===== src/rtl/fpcmp_pkg.sv =====
package fpcmp_pkg;

  // Per-format comparison facts gathered for one operand pair.
  typedef struct packed {
    logic unord;     // at least one operand is a NaN
    logic any_nan;
    logic any_snan;
    logic lt;        // a < b, ordered only
    logic eq;        // a == b, ordered only
  } cmp_flags_t;

  // Code bits 2:1 pick the ordered relation, bit 0 ORs in unordered.
  typedef enum logic [1:0] {
    REL_NONE = 2'd0,
    REL_EQ   = 2'd1,
    REL_LT   = 2'd2,
    REL_LE   = 2'd3
  } rel_kind_t;

  localparam int CODE_W = 5;

  // Bit 4 selects the complement family, which uses only low codes 1..3.
  function automatic logic code_legal(input logic [CODE_W-1:0] c);
    return !c[4] || (!c[2] && (c[1:0] != 2'd0));
  endfunction

  function automatic logic eval_pred(input logic [CODE_W-1:0] c,
                                     input cmp_flags_t f);
    rel_kind_t rk;
    logic      rel_hit;
    logic      base;
    rk = rel_kind_t'(c[2:1]);
    unique case (rk)
      REL_NONE: rel_hit = 1'b0;
      REL_EQ:   rel_hit = f.eq;
      REL_LT:   rel_hit = f.lt;
      default:  rel_hit = f.lt | f.eq;
    endcase
    base = rel_hit | (c[0] & f.unord);
    return c[4] ? ~base : base;
  endfunction

  // Bit 3 selects signalling behaviour.
  function automatic logic eval_invalid(input logic [CODE_W-1:0] c,
                                        input cmp_flags_t f);
    return c[3] ? f.any_nan : f.any_snan;
  endfunction

endpackage


===== src/rtl/fpcmp_classify.sv =====
module fpcmp_classify #(
  parameter int EXP_W  = 8,
  parameter int FRAC_W = 23,
  localparam int W     = 1 + EXP_W + FRAC_W
) (
  input  logic [W-1:0] val,
  output logic         sign,
  output logic         is_nan,
  output logic         is_snan,
  output logic         is_zero,
  output logic [W-2:0] mag
);

  logic [EXP_W-1:0]  expo;
  logic [FRAC_W-1:0] frac;

  always_comb begin
    expo    = val[W-2:FRAC_W];
    frac    = val[FRAC_W-1:0];
    sign    = val[W-1];
    mag     = val[W-2:0];
    is_nan  = (&expo) && (|frac);
    is_snan = is_nan && !frac[FRAC_W-1];
    is_zero = (mag == '0);
  end

endmodule


===== src/rtl/fpcmp_order.sv =====
module fpcmp_order #(
  parameter int MAG_W = 31
) (
  input  logic             a_sign,
  input  logic             a_zero,
  input  logic [MAG_W-1:0] a_mag,
  input  logic             b_sign,
  input  logic             b_zero,
  input  logic [MAG_W-1:0] b_mag,
  output logic             lt,
  output logic             eq
);

  logic both_zero;
  logic mag_below;
  logic mag_above;

  always_comb begin
    both_zero = a_zero && b_zero;
    mag_below = a_mag < b_mag;
    mag_above = b_mag < a_mag;
    eq = both_zero || ((a_sign == b_sign) && (a_mag == b_mag));
    if (both_zero)             lt = 1'b0;
    else if (a_sign != b_sign) lt = a_sign;
    else if (!a_sign)          lt = mag_below;
    else                       lt = mag_above;
  end

endmodule


===== src/rtl/fpcmp_lane.sv =====
module fpcmp_lane
  import fpcmp_pkg::*;
#(
  parameter int EXP_W  = 8,
  parameter int FRAC_W = 23,
  localparam int W     = 1 + EXP_W + FRAC_W
) (
  input  logic [W-1:0] a,
  input  logic [W-1:0] b,
  output cmp_flags_t   flags
);

  logic         a_sign, a_nan, a_snan, a_zero;
  logic         b_sign, b_nan, b_snan, b_zero;
  logic [W-2:0] a_mag, b_mag;
  logic         raw_lt, raw_eq;

  fpcmp_classify #(.EXP_W(EXP_W), .FRAC_W(FRAC_W)) u_cls_a (
    .val(a), .sign(a_sign), .is_nan(a_nan), .is_snan(a_snan),
    .is_zero(a_zero), .mag(a_mag)
  );

  fpcmp_classify #(.EXP_W(EXP_W), .FRAC_W(FRAC_W)) u_cls_b (
    .val(b), .sign(b_sign), .is_nan(b_nan), .is_snan(b_snan),
    .is_zero(b_zero), .mag(b_mag)
  );

  fpcmp_order #(.MAG_W(W-1)) u_ord (
    .a_sign(a_sign), .a_zero(a_zero), .a_mag(a_mag),
    .b_sign(b_sign), .b_zero(b_zero), .b_mag(b_mag),
    .lt(raw_lt), .eq(raw_eq)
  );

  always_comb begin
    flags.unord    = a_nan | b_nan;
    flags.any_nan  = a_nan | b_nan;
    flags.any_snan = a_snan | b_snan;
    flags.lt       = raw_lt & ~(a_nan | b_nan);
    flags.eq       = raw_eq & ~(a_nan | b_nan);
  end

endmodule


===== src/rtl/fp_mask_compare.sv =====
module fp_mask_compare
  import fpcmp_pkg::*;
#(
  parameter int SGL_EXP  = 8,
  parameter int SGL_FRAC = 23,
  parameter int DBL_EXP  = 11,
  parameter int DBL_FRAC = 52,
  localparam int SGL_W   = 1 + SGL_EXP + SGL_FRAC,
  localparam int DBL_W   = 1 + DBL_EXP + DBL_FRAC
) (
  input  logic             clk,
  input  logic             rst,
  input  logic             in_valid,
  input  logic             in_dbl,
  input  logic [4:0]       in_code,
  input  logic [DBL_W-1:0] op_a,
  input  logic [DBL_W-1:0] op_b,
  output logic             res_valid,
  output logic             res_we,
  output logic             res_illegal,
  output logic             res_invalid,
  output logic [DBL_W-1:0] res_mask,
  output logic             invalid_sticky
);

  localparam logic [DBL_W-1:0] SGL_ONES = {{(DBL_W-SGL_W){1'b0}}, {SGL_W{1'b1}}};

  cmp_flags_t       lane_flags [2];
  cmp_flags_t       sel_flags;
  logic             legal;
  logic             hit;
  logic             inv;
  logic [DBL_W-1:0] mask_next;

  // One lane per format: index 0 single, index 1 double.
  for (genvar gi = 0; gi < 2; gi++) begin : g_fmt
    localparam int EW = (gi == 0) ? SGL_EXP  : DBL_EXP;
    localparam int FW = (gi == 0) ? SGL_FRAC : DBL_FRAC;
    localparam int LW = 1 + EW + FW;
    fpcmp_lane #(.EXP_W(EW), .FRAC_W(FW)) u_lane (
      .a(op_a[LW-1:0]),
      .b(op_b[LW-1:0]),
      .flags(lane_flags[gi])
    );
  end

  always_comb begin
    sel_flags = lane_flags[in_dbl];
    legal     = code_legal(in_code);
    hit       = eval_pred(in_code, sel_flags);
    inv       = legal && eval_invalid(in_code, sel_flags);
    if (!hit)        mask_next = '0;
    else if (in_dbl) mask_next = '1;
    else             mask_next = SGL_ONES;
  end

  always_ff @(posedge clk) begin
    if (rst) begin
      res_valid      <= 1'b0;
      res_we         <= 1'b0;
      res_illegal    <= 1'b0;
      res_invalid    <= 1'b0;
      res_mask       <= '0;
      invalid_sticky <= 1'b0;
    end else begin
      res_valid <= in_valid;
      if (in_valid) begin
        res_we      <= legal;
        res_illegal <= !legal;
        res_invalid <= inv;
        if (legal) res_mask <= mask_next;
        if (inv) invalid_sticky <= 1'b1;
      end else begin
        res_we      <= 1'b0;
        res_illegal <= 1'b0;
        res_invalid <= 1'b0;
      end
    end
  end

endmodule


===== config.mk =====
export PLATFORM = sky130hd
export DESIGN_NAME = fp_mask_compare
export DESIGN_NICKNAME = d
export VERILOG_FILES = /design/src/rtl/fpcmp_pkg.sv /design/src/rtl/fpcmp_classify.sv /design/src/rtl/fpcmp_order.sv /design/src/rtl/fpcmp_lane.sv /design/src/rtl/fp_mask_compare.sv
export SDC_FILE = /design/constraint.sdc
export NUM_CORES = 1
export LEC_CHECK = 0
export ABC_AREA = 0
export BUFFER_PORTS_ARGS = -buffer_cell sky130_fd_sc_hd__buf_4
export CAP_MARGIN = 20
export CORE_MARGIN = 8
export CORE_UTILIZATION = 43
export DETAILED_ROUTE_END_ITERATION = 6
export PLACE_DENSITY = 0.83
export SYNTH_ARGS = -nofsm -noshare
export SYNTH_HDL_FRONTEND = slang
export SYNTH_SLANG_ARGS = --single-unit

===== constraint.sdc =====
create_clock -name clk -period 3.5 [get_ports clk]
set_input_delay 0.35 -clock clk [delete_from_list [all_inputs] [get_ports clk]]
set_output_delay 0.35 -clock clk [all_outputs]
set_load 0.02 [all_outputs]

==> results.txt, run 1 <==
The iteration count of the initial detailed-routing pass is 5. The highest attainable clock frequency came out at 379 MHz. In this run the most critical hold path is launched from rst. The total clock sinks is 7.

The initial cell density of the core is 44.1%. The final hold violation count came out at 0. The worst flop-to-flop path endpoint is res_mask[31]$_SDFFE_PP0P_. The area of the multi-input gates is 0.00210 sq mm. The maximum number of pins on one net before global-route repair is 34. For the pin with the worst max-slew slack, the measured transition is 0.957 ns. The critical path's largest stage delay is 0.55 ns. The flip-flop and latch count after synthesis is 7. The minimum period implied by the final worst setup slack is 2.64 ns. The die width is 99.0 um. In the routed layout, each cell is associated on average with a via count of 5.46. The wire length after detailed routing came out at 10600 um.

The average cell area after synthesis is 7.21 sq um. The maximum clock path buffer count came out at 2. The instance area at placement is 0.00414 sq mm. Traced cell by cell, the critical path runs through buf_4 > inv_1 > ha_1 > nand4_1 > nor4_1 > a2111oi_1 > a21oi_1 > nor4_4 > o2111ai_4 > o211a_1 > o211ai_1. The post-CTS repair timing setup buffer count came out at 0. Buffers inserted to repair hold after CTS numbered 0.

CTS built an H-tree with a depth of 1. The kind of critical path is input port to flip-flop. For this block, the initial DRC count from the detailed router was 143. The total number of placement rows is 30. The die covers 0.00981 sq mm.

The setup violation total in the final timing report is 0. The half-perimeter wire length after placement came out at 9790 um. In the global route stage, overall resource usage came out at 20.2%. Setup repair after global routing left no endpoint under its margin. After filler insertion, the fill cell instance count of the layout stands at 623.

The run finished with clean final reports. Sequential cells were found to cover 4.73% of the synthesized design area. The path with the worst hold slack has its endpoint at res_we$_SDFF_PP0_. The worst hold path passes through 2 cells. The root buffer cell chosen for the clock tree is sky130_fd_sc_hd__clkbuf_8. The clock slew seen by the registers of the worst setup and hold paths is 0.04 ns. The fraction of registers with async set or reset after synthesis is 0%. The worst-case clock skew is 0 ns. Counting cells, the worst reg-to-reg path comes to 2.

The number of vias in the routed layout is 3481. The number of gates resized after CTS was 0. The first global-routing pass estimated 16800 um of wire.

The footprint of the flip-flops and latches is 140 sq um. The clock tree from TritonCTS is done. STA classifies the critical path startpoint as an input port. The total of buffers placed on input and output ports is 205. The number of cells after detailed placement came out at 634. The relative slew slack came out at 36.1%. The tightest min-delay check is of the input port to flip-flop type.

The number of nets in the synthesized netlist is 611. After the last flow step, the layout net total stands at 759. The total leakage power is 0.00230 uW.

The synthesized design contains 0 enable-type register cells. The total power draw is 732 uW. The final global-route overflow total is 0. The placeable core region came out at 0.00672 sq mm.

The power per standard cell area came out at 175 mW/mm^2. The ratio of cells with drive above 1 in the final layout came out at 39.1%. The last weighted congestion value of the routability-driven placer came out at 0.898. The maximum vdd drop is 0.0892 mV. From bottom edge to top edge, the die measures 99.0 um.

During I/O placement, the number of pins put on the boundary was 206. The most instantiated flip-flop cell in the synthesis netlist is sky130_fd_sc_hd__dfxtp_1. The synthesized instance count is 411. For this design, the slowest cell found on the critical path is sky130_fd_sc_hd__a2111oi_1. The number of antenna violations at the first check in global routing was 0. In the final routed layout, each cell accounts on average for 16.7 um. The layout overhead on the synthesized area is 41.1%. In this run the cell area of the synthesized design comes to 0.00297 sq mm.

The final cell area excluding filler cells is 0.00418 sq mm. The data required time at the worst endpoint came out at 3.65 ns. Setup total negative slack on the finished layout was measured at 0 ns.

The post-detailed-route count of antenna-violating nets came out at 0. The clock latency on the worst-skew pair is 0.23 ns. Yosys mapped the design onto 47 distinct sky130hd cell types. In this run the critical register-to-register path is launched from res_mask[31]$_SDFFE_PP0P_. The fraction of the cycle the final worst path needs is 75.3%. In this run the worst path has a maximum fanout of 4.

TritonCTS created 3 clock buffers. At the end of the flow the core is filled with cells to 62.3%. The number of global-route vias before repair is 3638. The count of maximum capacitance violations came out at 0.

For this run, the number of Yosys warnings is 0. The count of cells in the finished layout, fillers not included, comes to 638. The post-detailed-route DRC marker count is 0. For flop-to-flop paths, the worst setup slack is 2.19 ns.

The repair_antennas step left the layout with diodes totalling 0. The final count of pins violating max slew is 0. The kind of capture point of the worst setup path is a flip-flop. The data arrival at the endpoint of the critical path came out at 2.78 ns.
-- critical path, delay by kind of cell --
kind | cells | cell delay (ns)
adders and majority gates | 1 | 0.30
AOI/OAI and AO/OA | 5 | 1.34
buffers and inverters | 2 | 0.14
and+or+nand+nor | 3 | 0.66
-- synth_stat cells (2+ instances only) --
| cell | n | share of area [%] |
|---|---|---|
| sky130_fd_sc_hd__dfxtp_1 | 7 | 4.7 |
| sky130_fd_sc_hd__nand4_1 | 22 | 4.6 |
| sky130_fd_sc_hd__and4_1 | 4 | 1.2 |
| sky130_fd_sc_hd__ha_1 | 63 | 27 |
| sky130_fd_sc_hd__a21o_1 | 9 | 2.3 |
| sky130_fd_sc_hd__or3_1 | 2 | 0.42 |
| sky130_fd_sc_hd__o2111ai_1 | 2 | 0.59 |
| sky130_fd_sc_hd__nor3_1 | 12 | 2.0 |
| sky130_fd_sc_hd__nand2_1 | 31 | 3.9 |
| sky130_fd_sc_hd__a21oi_1 | 24 | 4.1 |
| sky130_fd_sc_hd__nor2b_1 | 2 | 0.42 |
| sky130_fd_sc_hd__buf_4 | 62 | 16 |
| sky130_fd_sc_hd__a221oi_1 | 5 | 1.5 |
| sky130_fd_sc_hd__a211oi_1 | 2 | 0.51 |
| sky130_fd_sc_hd__o211ai_1 | 2 | 0.51 |
| sky130_fd_sc_hd__o22ai_1 | 3 | 0.63 |
| sky130_fd_sc_hd__nor4_1 | 29 | 6.1 |
| sky130_fd_sc_hd__inv_1 | 68 | 8.6 |
| sky130_fd_sc_hd__nand3_1 | 10 | 1.7 |
| sky130_fd_sc_hd__or4_1 | 2 | 0.51 |
| sky130_fd_sc_hd__nor2_1 | 10 | 1.3 |
| sky130_fd_sc_hd__o21ai_0 | 14 | 2.4 |
| sky130_fd_sc_hd__nand3b_1 | 2 | 0.51 |
-- power by group --
part | total (uW) | switching [uW] | internal (uW) | leakage, uW
combinational | 521 | 264 | 257 | 0.00222
clock | 113 | 34.3 | 78.7 | 0.0000228
sequential | 98.1 | 13.7 | 84.4 | 0.0000574
total | 732 | 312 | 420 | 0.00230
-- worst max-delay path by stage --
| stage | cells past startpoint | to | start | slack (ns) |
|---|---|---|---|---|
| after floorplan | 10 | res_mask[31]$_SDFFE_PP0P_ | op_a[29] | 0.97 |
| after global placement | 11 | res_mask[62]$_SDFFE_PP0P_ | op_a[16] | 0.71 |
| after detailed placement | 11 | res_mask[62]$_SDFFE_PP0P_ | op_a[29] | 0.61 |
| after CTS | 11 | res_mask[62]$_SDFFE_PP0P_ | op_a[29] | 0.85 |
| after global routing | 11 | res_mask[62]$_SDFFE_PP0P_ | op_a[29] | 0.60 |
| final | 11 | res_mask[62]$_SDFFE_PP0P_ | op_a[29] | 0.86 |
-- per-layer routing --
layer	vias to the layer above	GRT usage, %	routed length (um)
li1	1741	-	-
met1	1566	21.3	4100
met2	156	38.0	5330
met3	18	6.20	1040
met4	0	4.37	151
met5	-	0	0
-- logic make-up (layout without fill, tap and decap cells) --
| kind of cell | after synthesis | count (layout) | synth area share [%] |
|---|---|---|---|
| AOI/OAI and AO/OA | 75 | 75 | 18.2 |
| DFF | 7 | 7 | 4.73 |
| xor gates and xnor gates | 1 | 1 | 0.295 |
| buffers and inverters | 130 | 277 | 24.3 |
| adders and majority gates | 63 | 63 | 26.6 |
| and+or+nand+nor | 135 | 135 | 25.9 |
-- cell type report --
| cell class | instances | share of cell area (%) |
|---|---|---|
| multi-input combinational | 274 | 50.3 |
| sequential | 7 | 3.35 |
| inverter | 68 | 6.10 |
| clock buffer | 4 | 1.08 |
| timing repair buffer | 205 | 36.8 |
| tap | 80 | 2.39 |
-- state kept, by name (all words and copies together) (netlist names) --
register / cells
res_mask: 2
invalid_sticky: 1
res_illegal: 1
res_invalid: 1
res_valid: 1
res_we: 1
-- through the flow --
step | setup WS (ns) | hold slack (ns)
after floorplan | 0.966 | 0.422
after global placement | 0.709 | 0.443
after detailed placement | 0.614 | 0.459
after CTS | 0.852 | 0.328
after global routing | 0.601 | 0.344
final | 0.864 | 0.328
-- cell usage in the layout (no fill, tap or decap), types with 2 or more instances in the layout --
| cell type | Yosys | layout |
|---|---|---|
| sky130_fd_sc_hd__nor4_1 | 29 | 29 |
| sky130_fd_sc_hd__nor2_1 | 10 | 10 |
| sky130_fd_sc_hd__a211oi_1 | 2 | 2 |
| sky130_fd_sc_hd__or4_1 | 2 | 2 |
| sky130_fd_sc_hd__or3_1 | 2 | 2 |
| sky130_fd_sc_hd__buf_4 | 62 | 205 |
| sky130_fd_sc_hd__nand2_1 | 31 | 31 |
| sky130_fd_sc_hd__a221oi_1 | 5 | 5 |
| sky130_fd_sc_hd__nand3_1 | 10 | 10 |
| sky130_fd_sc_hd__o211ai_1 | 2 | 2 |
| sky130_fd_sc_hd__a21o_1 | 9 | 9 |
| sky130_fd_sc_hd__a21oi_1 | 24 | 24 |
| sky130_fd_sc_hd__dfxtp_1 | 7 | 7 |
| sky130_fd_sc_hd__o22ai_1 | 3 | 3 |
| sky130_fd_sc_hd__o21ai_0 | 14 | 14 |
| sky130_fd_sc_hd__ha_1 | 63 | 63 |
| sky130_fd_sc_hd__clkbuf_8 | 0 | 3 |
| sky130_fd_sc_hd__inv_1 | 68 | 68 |
| sky130_fd_sc_hd__nor3_1 | 12 | 12 |
| sky130_fd_sc_hd__and4_1 | 4 | 4 |
| sky130_fd_sc_hd__nand4_1 | 22 | 22 |
| sky130_fd_sc_hd__nand3b_1 | 2 | 2 |
| sky130_fd_sc_hd__nor2b_1 | 2 | 2 |
| sky130_fd_sc_hd__o2111ai_1 | 2 | 2 |
(Power assumes the default switching activity.)
==> run 2, diff against run 1 <==
CORE_UTILIZATION = 39   (was 43)
PLACE_DENSITY = 0.79   (was 0.83)
clock period = 2.2 ns   (was 3.5 ns; I/O delays follow)
==> run 2 against run 1 <==
The run now ends with negative setup slack left. Routed wire length is 16% higher. Flip-flop and latch count stayed put. Clock skew stayed put. Core utilization is 10 points higher. Die area is 8.6% higher. Combinational power is 110% higher. Final cell count is 16% higher. Via count is 9.9% higher. Sequential power is 40% higher. Final area is 26% higher. Setup slack worse by 0.92 ns. Hold slack worse by 0.11 ns.
==> results.txt, run 2 (synthesis gave the netlist of run 1 again) <==
Across the routed clock network, the largest skew measured is 0 ns. The critical path's largest stage delay came out at 0.42 ns. The final hold violation count came out at 0. At the end of routability-driven placement, the weighted congestion stood at 0.924.

Setup repair after global routing could not meet its margin everywhere. The area enclosed by the die boundary came out at 0.0106 sq mm. The final count of pins violating max slew is 0.

The net load switching power is 582 uW. Summed over all failing endpoints, the final setup total negative slack is -0.112 ns. Across the VDD grid, the largest voltage drop is 0.135 mV.

The power per standard cell area is 265 mW/mm^2. The internal portion of total power is 812 uW. The net total in the final layout came out at 841. The class of the worst hold path is input port to flip-flop. The combinational group share of total power is 77.4%.

Entering global routing, the biggest net connects 34 pins. The iteration count of the initial detailed-routing pass came out at 4. The critical path crosses 11 cells after its start point. The register with the most flip-flops in the layout has 2 of them. The run finished, with violations left. The post-detailed-route count of antenna-violating nets came out at 0.

The checks that failed: negative setup slack. The maximum fanout encountered on the critical timing path is 3. Derived from the worst setup path, the maximum achievable clock frequency is 442 MHz. In this run, post-CTS hold repair placed 0 buffers. The all-layer global routing usage came out at 20.7%. The critical path goes through buf_4 > ha_4 > nand4_1 > nor4_4 > buf_4 > a2111oi_4 > a21oi_2 > nor4_4 > o21ba_4 > o211a_1 > o211ai_1.

The end of the worst hold path is res_we$_SDFF_PP0_. For the pin with the worst max-slew slack, the measured transition is 0.393 ns. The detailed router put a total of 4650 um of wire on met1.

After floorplanning, the core was sized to cover 0.00729 sq mm. In this run the clock root is driven by a sky130_fd_sc_hd__clkbuf_8. The clock slew seen by the registers of the worst setup and hold paths came out at 0.04 ns. Counting flops per register, the top entry is res_mask.

The sequential share of power is 9.8%. In this run the most critical hold path is launched from rst. The sum of buffers and inverters on the critical path came out at 2. The number of global-route vias before repair was 3924. The number of vias in the routed layout is 3825. The sum of met3 wire segment lengths after detailed routing came out at 1100 um. The clock latency on the worst-skew pair came out at 0.22 ns. The half-perimeter wire length after placement is 10700 um. The floorplan die height is 103 um. The count of maximum capacitance violations came out at 0. In this run the number of H-tree levels came out at 1. Of the available clock period, the critical path in the final layout requires 103%.

The startpoint of the worst-slack reg-to-reg timing path is res_mask[62]$_SDFFE_PP0P_. The clock tree from TritonCTS is done. The cell count of the worst hold path came out at 2. The maximum clock path buffer count is 2. The endpoint identified for the worst register-to-register timing path is res_mask[62]$_SDFFE_PP0P_.

The detail-routed via count per cell is 5.18. The nature of the critical path startpoint is an input port. The switching share of total power is 41.8%. The layout overhead on the synthesized area is 77.7%. The final worst slack came out at -0.0600 ns. The clock share of power came out at 12.8%. The highest layer touched by signal routing is met4. The number of fillers in the final layout is 597.

Measured in cells, the most critical reg-to-reg path has a length of 3. The count of inserted antenna diode cells is 0. STA classifies the critical path endpoint as a flip-flop.

The number of clock buffers inserted by TritonCTS is 3. The average detailed-routed wire length per instance came out at 16.7 um. The total clock sinks came out at 7.

The total number of placement rows is 31. The wire length after detailed routing came out at 12300 um. In the layout the commonest cells are sky130_fd_sc_hd__buf_4, sky130_fd_sc_hd__inv_1, sky130_fd_sc_hd__ha_1, sky130_fd_sc_hd__nand2_1, sky130_fd_sc_hd__nor4_1. The master of the slowest instance on the critical path is sky130_fd_sc_hd__nor4_4. The gate family responsible for the most delay along the worst path is compound AO/OA/AOI/OAI gates. The ratio of cells with drive above 1 in the final layout came out at 56.4%. The minimum period implied by the final worst setup slack is 2.26 ns. The data required time at the worst endpoint is 2.34 ns. Leaving out fill and tap cells, the most frequent cell in the layout is sky130_fd_sc_hd__buf_4. Summed over all layers, the global routing overflow is 0.

The total leakage power is 0.00276 uW. The data arrival at the endpoint of the critical path is 2.40 ns. The relative slew slack came out at 73.6%.

The worst register-to-register path has a setup slack of 1.35 ns. The sum of met2 wire segment lengths after detailed routing came out at 6280 um. The kind of critical path is input port to flip-flop.

The post-detailed-route DRC marker count came out at 0. Setup violations remaining at the end of the flow were counted as 2. The I/O pin total is 206. The final-layout worst hold slack is 0.213 ns. The first global-routing pass estimated 18000 um of wire.

The first routing iteration left 102 violations. The total of buffers placed on input and output ports came out at 205. In this run the horizontal extent of the chip is 103 um. The number of antenna violations at the first check in global routing came to 0. For this configuration, the core starts out at a cell density of 40.7%.
[run 2: per-stage QoR]
| step | total power, uW | setup WS (ns) | cells | utilization [%] | area [sq um] |
|---|---|---|---|---|---|
| 6_report | 1390 | -0.0600 | 739 | 72.3 | 5270 |
| 5_1_grt | 1500 | -0.164 | 739 | 72.3 | 5270 |
| 4_1_cts | 1350 | -0.0381 | 736 | 69.8 | 5090 |
| 3_5_place_dp | 1120 | -0.455 | 731 | 66.1 | 4820 |
| 3_3_place_gp | 1090 | -0.363 | 731 | 66.1 | 4820 |
| 2_1_floorplan | 662 | 0.00674 | 411 | - | 3040 |
[run 2: timing repair]
item / in CTS / in global routing
pin swaps: 28 / 22
endpoints found under the hold margin: 0 / 0
endpoints found under the setup margin: 4 / 3
gates resized for setup: 36 / 37
buffers inserted: 2 / 3
[run 2: power by group through the flow]
stage | Sequential, uW | Clock (uW) | Combinational (uW)
after global routing | 137 | 193 | 1170
after CTS | 137 | 180 | 1030
final | 137 | 179 | 1080
after global placement | 139 | 0 | 955
after detailed placement | 139 | 0 | 980
after floorplan | 163 | 0 | 499
[run 2: area by class of cell]
type                            instances  area, sq um  area share [%]
Clock buffer                            4         45.0           0.855
Tap cell                               99          124            2.35
Sequential cell                         7          140            2.66
Multi-Input combinational cell        274         2520            47.8
Inverter                               68          268            5.08
Timing Repair Buffer                  287         2170            41.2
[run 2: how the worst max path moves through the flow]
stage | start | end | slack, ns
finish | op_b[28] | res_mask[31]$_SDFFE_PP0P_ | -0.06
global route | op_a[32] | res_mask[62]$_SDFFE_PP0P_ | -0.16
CTS | op_a[60] | res_mask[31]$_SDFFE_PP0P_ | -0.04
detailed placement | op_a[22] | res_mask[31]$_SDFFE_PP0P_ | -0.46
global placement | op_b[33] | res_mask[31]$_SDFFE_PP0P_ | -0.36
floorplan | op_a[33] | res_mask[31]$_SDFFE_PP0P_ | 0.007
[run 2: worst reg2reg max path, delay by kind of cell (launching register included)]
kind,cells,cell delay [ns]
and+or+nand+nor,1,0.11
buffers and inverters,1,0.28
DFF,1,0.30
AOI/OAI and AO/OA,1,0.09
[run 2: per-layer routing]
layer,track usage (%),vias up
met5,0,-
met4,5.78,0
met3,4.35,22
met2,39.5,169
met1,22.2,1731
li1,-,1903
==> run 3, diff against run 2 <==
SETUP_SLACK_MARGIN = 0.05   (was not set)
==> run 3 against run 2 <==
The run still ends with negative setup slack left. Core utilization grew 3.7 points. Die area unchanged. Clock skew is the same. Total power up 4.8%. Setup slack worse by 0.067 ns. First-iteration DRC count increased by 21%. Critical path type unchanged.
==> results.txt, run 3 (synthesis gave the netlist of run 1 again) <==
The flow ran to the end, but the final reports show violations. The kind of critical path is input port to flip-flop. The library cell used most frequently in the layout, excluding fill and tap cells, is sky130_fd_sc_hd__buf_4. res_mask holds more flip-flops than any other register. The wire length on met1 came out at 4750 um.

The flip-flop count of the largest register after layout is 2. The floorplan step defined a die boundary enclosing 0.0106 sq mm. The final global-route overflow total came out at 0. The share of the core filled with cells came out at 75.9%. The worst setup slack before clock tree synthesis is -0.369 ns.

The count of maximum capacitance violations came out at 0. The total clock sinks is 7. The total stage count of the critical path is 12. The worst setup path is captured at a flip-flop. The number of global-route vias before repair came out at 4063. The worst setup path is launched from an input port. The total area inside the core boundary comes to 0.00729 sq mm. The detail-routed via count per cell is 5.31. On the critical path the largest part of the delay comes from compound AO/OA/AOI/OAI gates.

The setup violation total in the final timing report came out at 2. The worst pin sits at a relative slew slack of 72.6%. The all-layer global routing usage is 21.1%. Setup repair after global routing could not meet its margin everywhere. The count of inserted antenna diode cells came out at 0. The final count of pins violating max slew is 0. The critical path's largest stage delay is 0.39 ns. The post-detailed-route DRC marker count came out at 0. The ratio of cells with drive above 1 in the final layout is 61.7%. The transition time of the tightest slew-check pin is 0.408 ns. The final worst slack is -0.127 ns. The number of buffers inserted for hold repair after clock tree synthesis is 0. The clock latency on the worst-skew pair came out at 0.22 ns.

The iteration count of the initial detailed-routing pass came out at 6. The first-pass GRT wire length is 18400 um. The internal portion of total power is 849 uW. The highest attainable clock frequency is 430 MHz. The switching share of total power is 41.9%.

The H-tree depth reported by CTS is 1. In this run the cell area measured after placement is 0.00488 sq mm. The total of buffers placed on input and output ports is 205. The sum of met2 wire segment lengths after detailed routing is 6750 um.

The root buffer cell chosen for the clock tree is sky130_fd_sc_hd__clkbuf_8. The last weighted congestion value of the routability-driven placer came out at 0.940. Registers are responsible for 9.4% of the overall power. The number of clock buffers inserted by TritonCTS is 3. The wire length after detailed routing came out at 13100 um. The clock slew seen by the registers of the worst setup and hold paths is 0.04 ns. The initial cell density of the core came out at 40.7%. Detailed routing placed a total of 1240 um of wire on met3. The combinational group share of total power is 78.8%. The class of the worst hold path is input port to flip-flop. The most numerous cell type found on the critical path is sky130_fd_sc_hd__buf_4. The final hold violation count was 0. The library cells used most frequently in the layout, excluding fill and tap cells, are sky130_fd_sc_hd__buf_4, sky130_fd_sc_hd__inv_1, sky130_fd_sc_hd__ha_1, sky130_fd_sc_hd__nand2_1, sky130_fd_sc_hd__ha_4. The layout overhead on the synthesized area is 86.7%.

The number of DRC violations after detailed-routing iteration 0 is 123. The data arrival at the endpoint of the critical path is 2.47 ns. The number of cells on the worst reg-to-reg path is 3. The sum of buffers and inverters on the critical path is 3.

Dividing total power by cell area gives a power density of 264 mW/mm^2. The post-detailed-route count of antenna-violating nets is 0. Of all nets on the critical path, the largest fanout is 3.

The total power draw is 1460 uW. At the worst endpoint, the required time is 2.34 ns. Pin placement for this block handled 206 I/O pins. The number of antenna violations at the first check in global routing came out at 0. The share of total power dissipated in the clock network is 11.8%. In the final design database the tool counted 844 nets. Once detailed placement completed, the half-perimeter wirelength came to 10800 um. For hold timing, the worst endpoint is res_valid$_SDFF_PP0_. The largest individual stage delay along the critical path comes from the cell sky130_fd_sc_hd__nor4_4. The clock tree from TritonCTS is done. The worst register-to-register path begins at res_mask[62]$_SDFFE_PP0P_. Signal routing reaches up to met4. The worst flop-to-flop path endpoint is res_mask[62]$_SDFFE_PP0P_. The minimum period implied by the final worst setup slack came out at 2.33 ns. The final-layout worst hold slack is 0.221 ns.

The maximum number of pins on one net before global-route repair came out at 34. The final cell area excluding filler cells came out at 0.00554 sq mm. Along the worst hold path, the cell count comes to 2. Dividing the final minimum period by the clock period gives 106%. The worst-case clock skew is 0 ns. The final reports fail on negative setup slack. The die is 103 um tall. The register-to-register path setup slack came out at 1.33 ns. The total leakage power is 0.00277 uW.

In this run the most critical hold path is launched from rst. The die width is 103 um. The maximum clock path buffer count is 2. The average detailed-routed wire length per instance is 17.7 um. The critical path goes through buf_4 > inv_1 > ha_4 > a21oi_2 > o21ai_2 > a221oi_2 > o22ai_2 > buf_4 > nor4_4 > o2111ai_4 > o211a_1 > o211ai_1. In this run the power spent charging and discharging nets is 612 uW. The total number of placement rows is 31. The number of vias in the routed layout is 3941. The maximum vdd drop came out at 0.163 mV.
## run 3: cell count changes in the layout (fill, tap and decap cells not counted), moves of 2 or more
cell	previous run	this run
sky130_fd_sc_hd__inv_1	55	48
sky130_fd_sc_hd__inv_2	9	14
sky130_fd_sc_hd__ha_4	14	27
sky130_fd_sc_hd__nor4_1	24	18
sky130_fd_sc_hd__ha_1	48	36
sky130_fd_sc_hd__a21oi_2	4	10
sky130_fd_sc_hd__nor4_2	2	9
sky130_fd_sc_hd__a21oi_1	20	13
sky130_fd_sc_hd__inv_8	0	2
sky130_fd_sc_hd__buf_6	3	6
## run 3: power groups by stage
stage | Sequential, uW | Combinational (uW) | Clock [uW]
detailed placement | 139 | 998 | 0
CTS | 137 | 1020 | 175
finish | 137 | 1150 | 173
global placement | 139 | 971 | 0
floorplan | 163 | 505 | 0
global route | 137 | 1240 | 191
## run 3: timing repair
action / CTS / global route
setup buffers: 2 / 2
endpoints found under the setup margin: 3 / 4
gates resized for setup: 13 / 91
pin swaps: 10 / 34
## run 3: how the worst max path moves through the flow
| stage | end | startpoint |
|---|---|---|
| 6_report | res_mask[62]$_SDFFE_PP0P_ | op_a[42] |
| 5_1_grt | res_mask[31]$_SDFFE_PP0P_ | op_a[42] |
| 4_1_cts | res_mask[31]$_SDFFE_PP0P_ | op_a[34] |
| 3_5_place_dp | res_mask[62]$_SDFFE_PP0P_ | op_a[16] |
| 2_1_floorplan | res_mask[31]$_SDFFE_PP0P_ | op_b[32] |
| 3_3_place_gp | res_mask[31]$_SDFFE_PP0P_ | op_a[16] |
## run 3: cell type report
class                      instances  area, sq um
inverter                          68          280
sequential                         7          140
timing repair buffer             290         2210
clock buffer                       4         45.0
tap                               99          124
fill                             510         1760
multi-input combinational        274         2730
## run 3: routing by layer
metal  GRT usage, %  vias to the layer above
met1           22.0                     1784
met4           8.23                        0
met5              0                        -
met3           5.42                       38
met2           39.4                      208
li1               -                     1911
## run 3: worst reg2reg max path: cells and delay by family, from the launching register on
kind,cells,cell delay [ns]
simple gates,1,0.12
buf+inv,1,0.28
flops,1,0.30
compound gates,1,0.09
## run 3: through the flow
step,TNS (ns),instances
after floorplan,0,411
after global placement,-1.12,734
after detailed placement,-1.19,734
after CTS,-0.155,740
after global routing,-0.460,742
final,-0.251,742
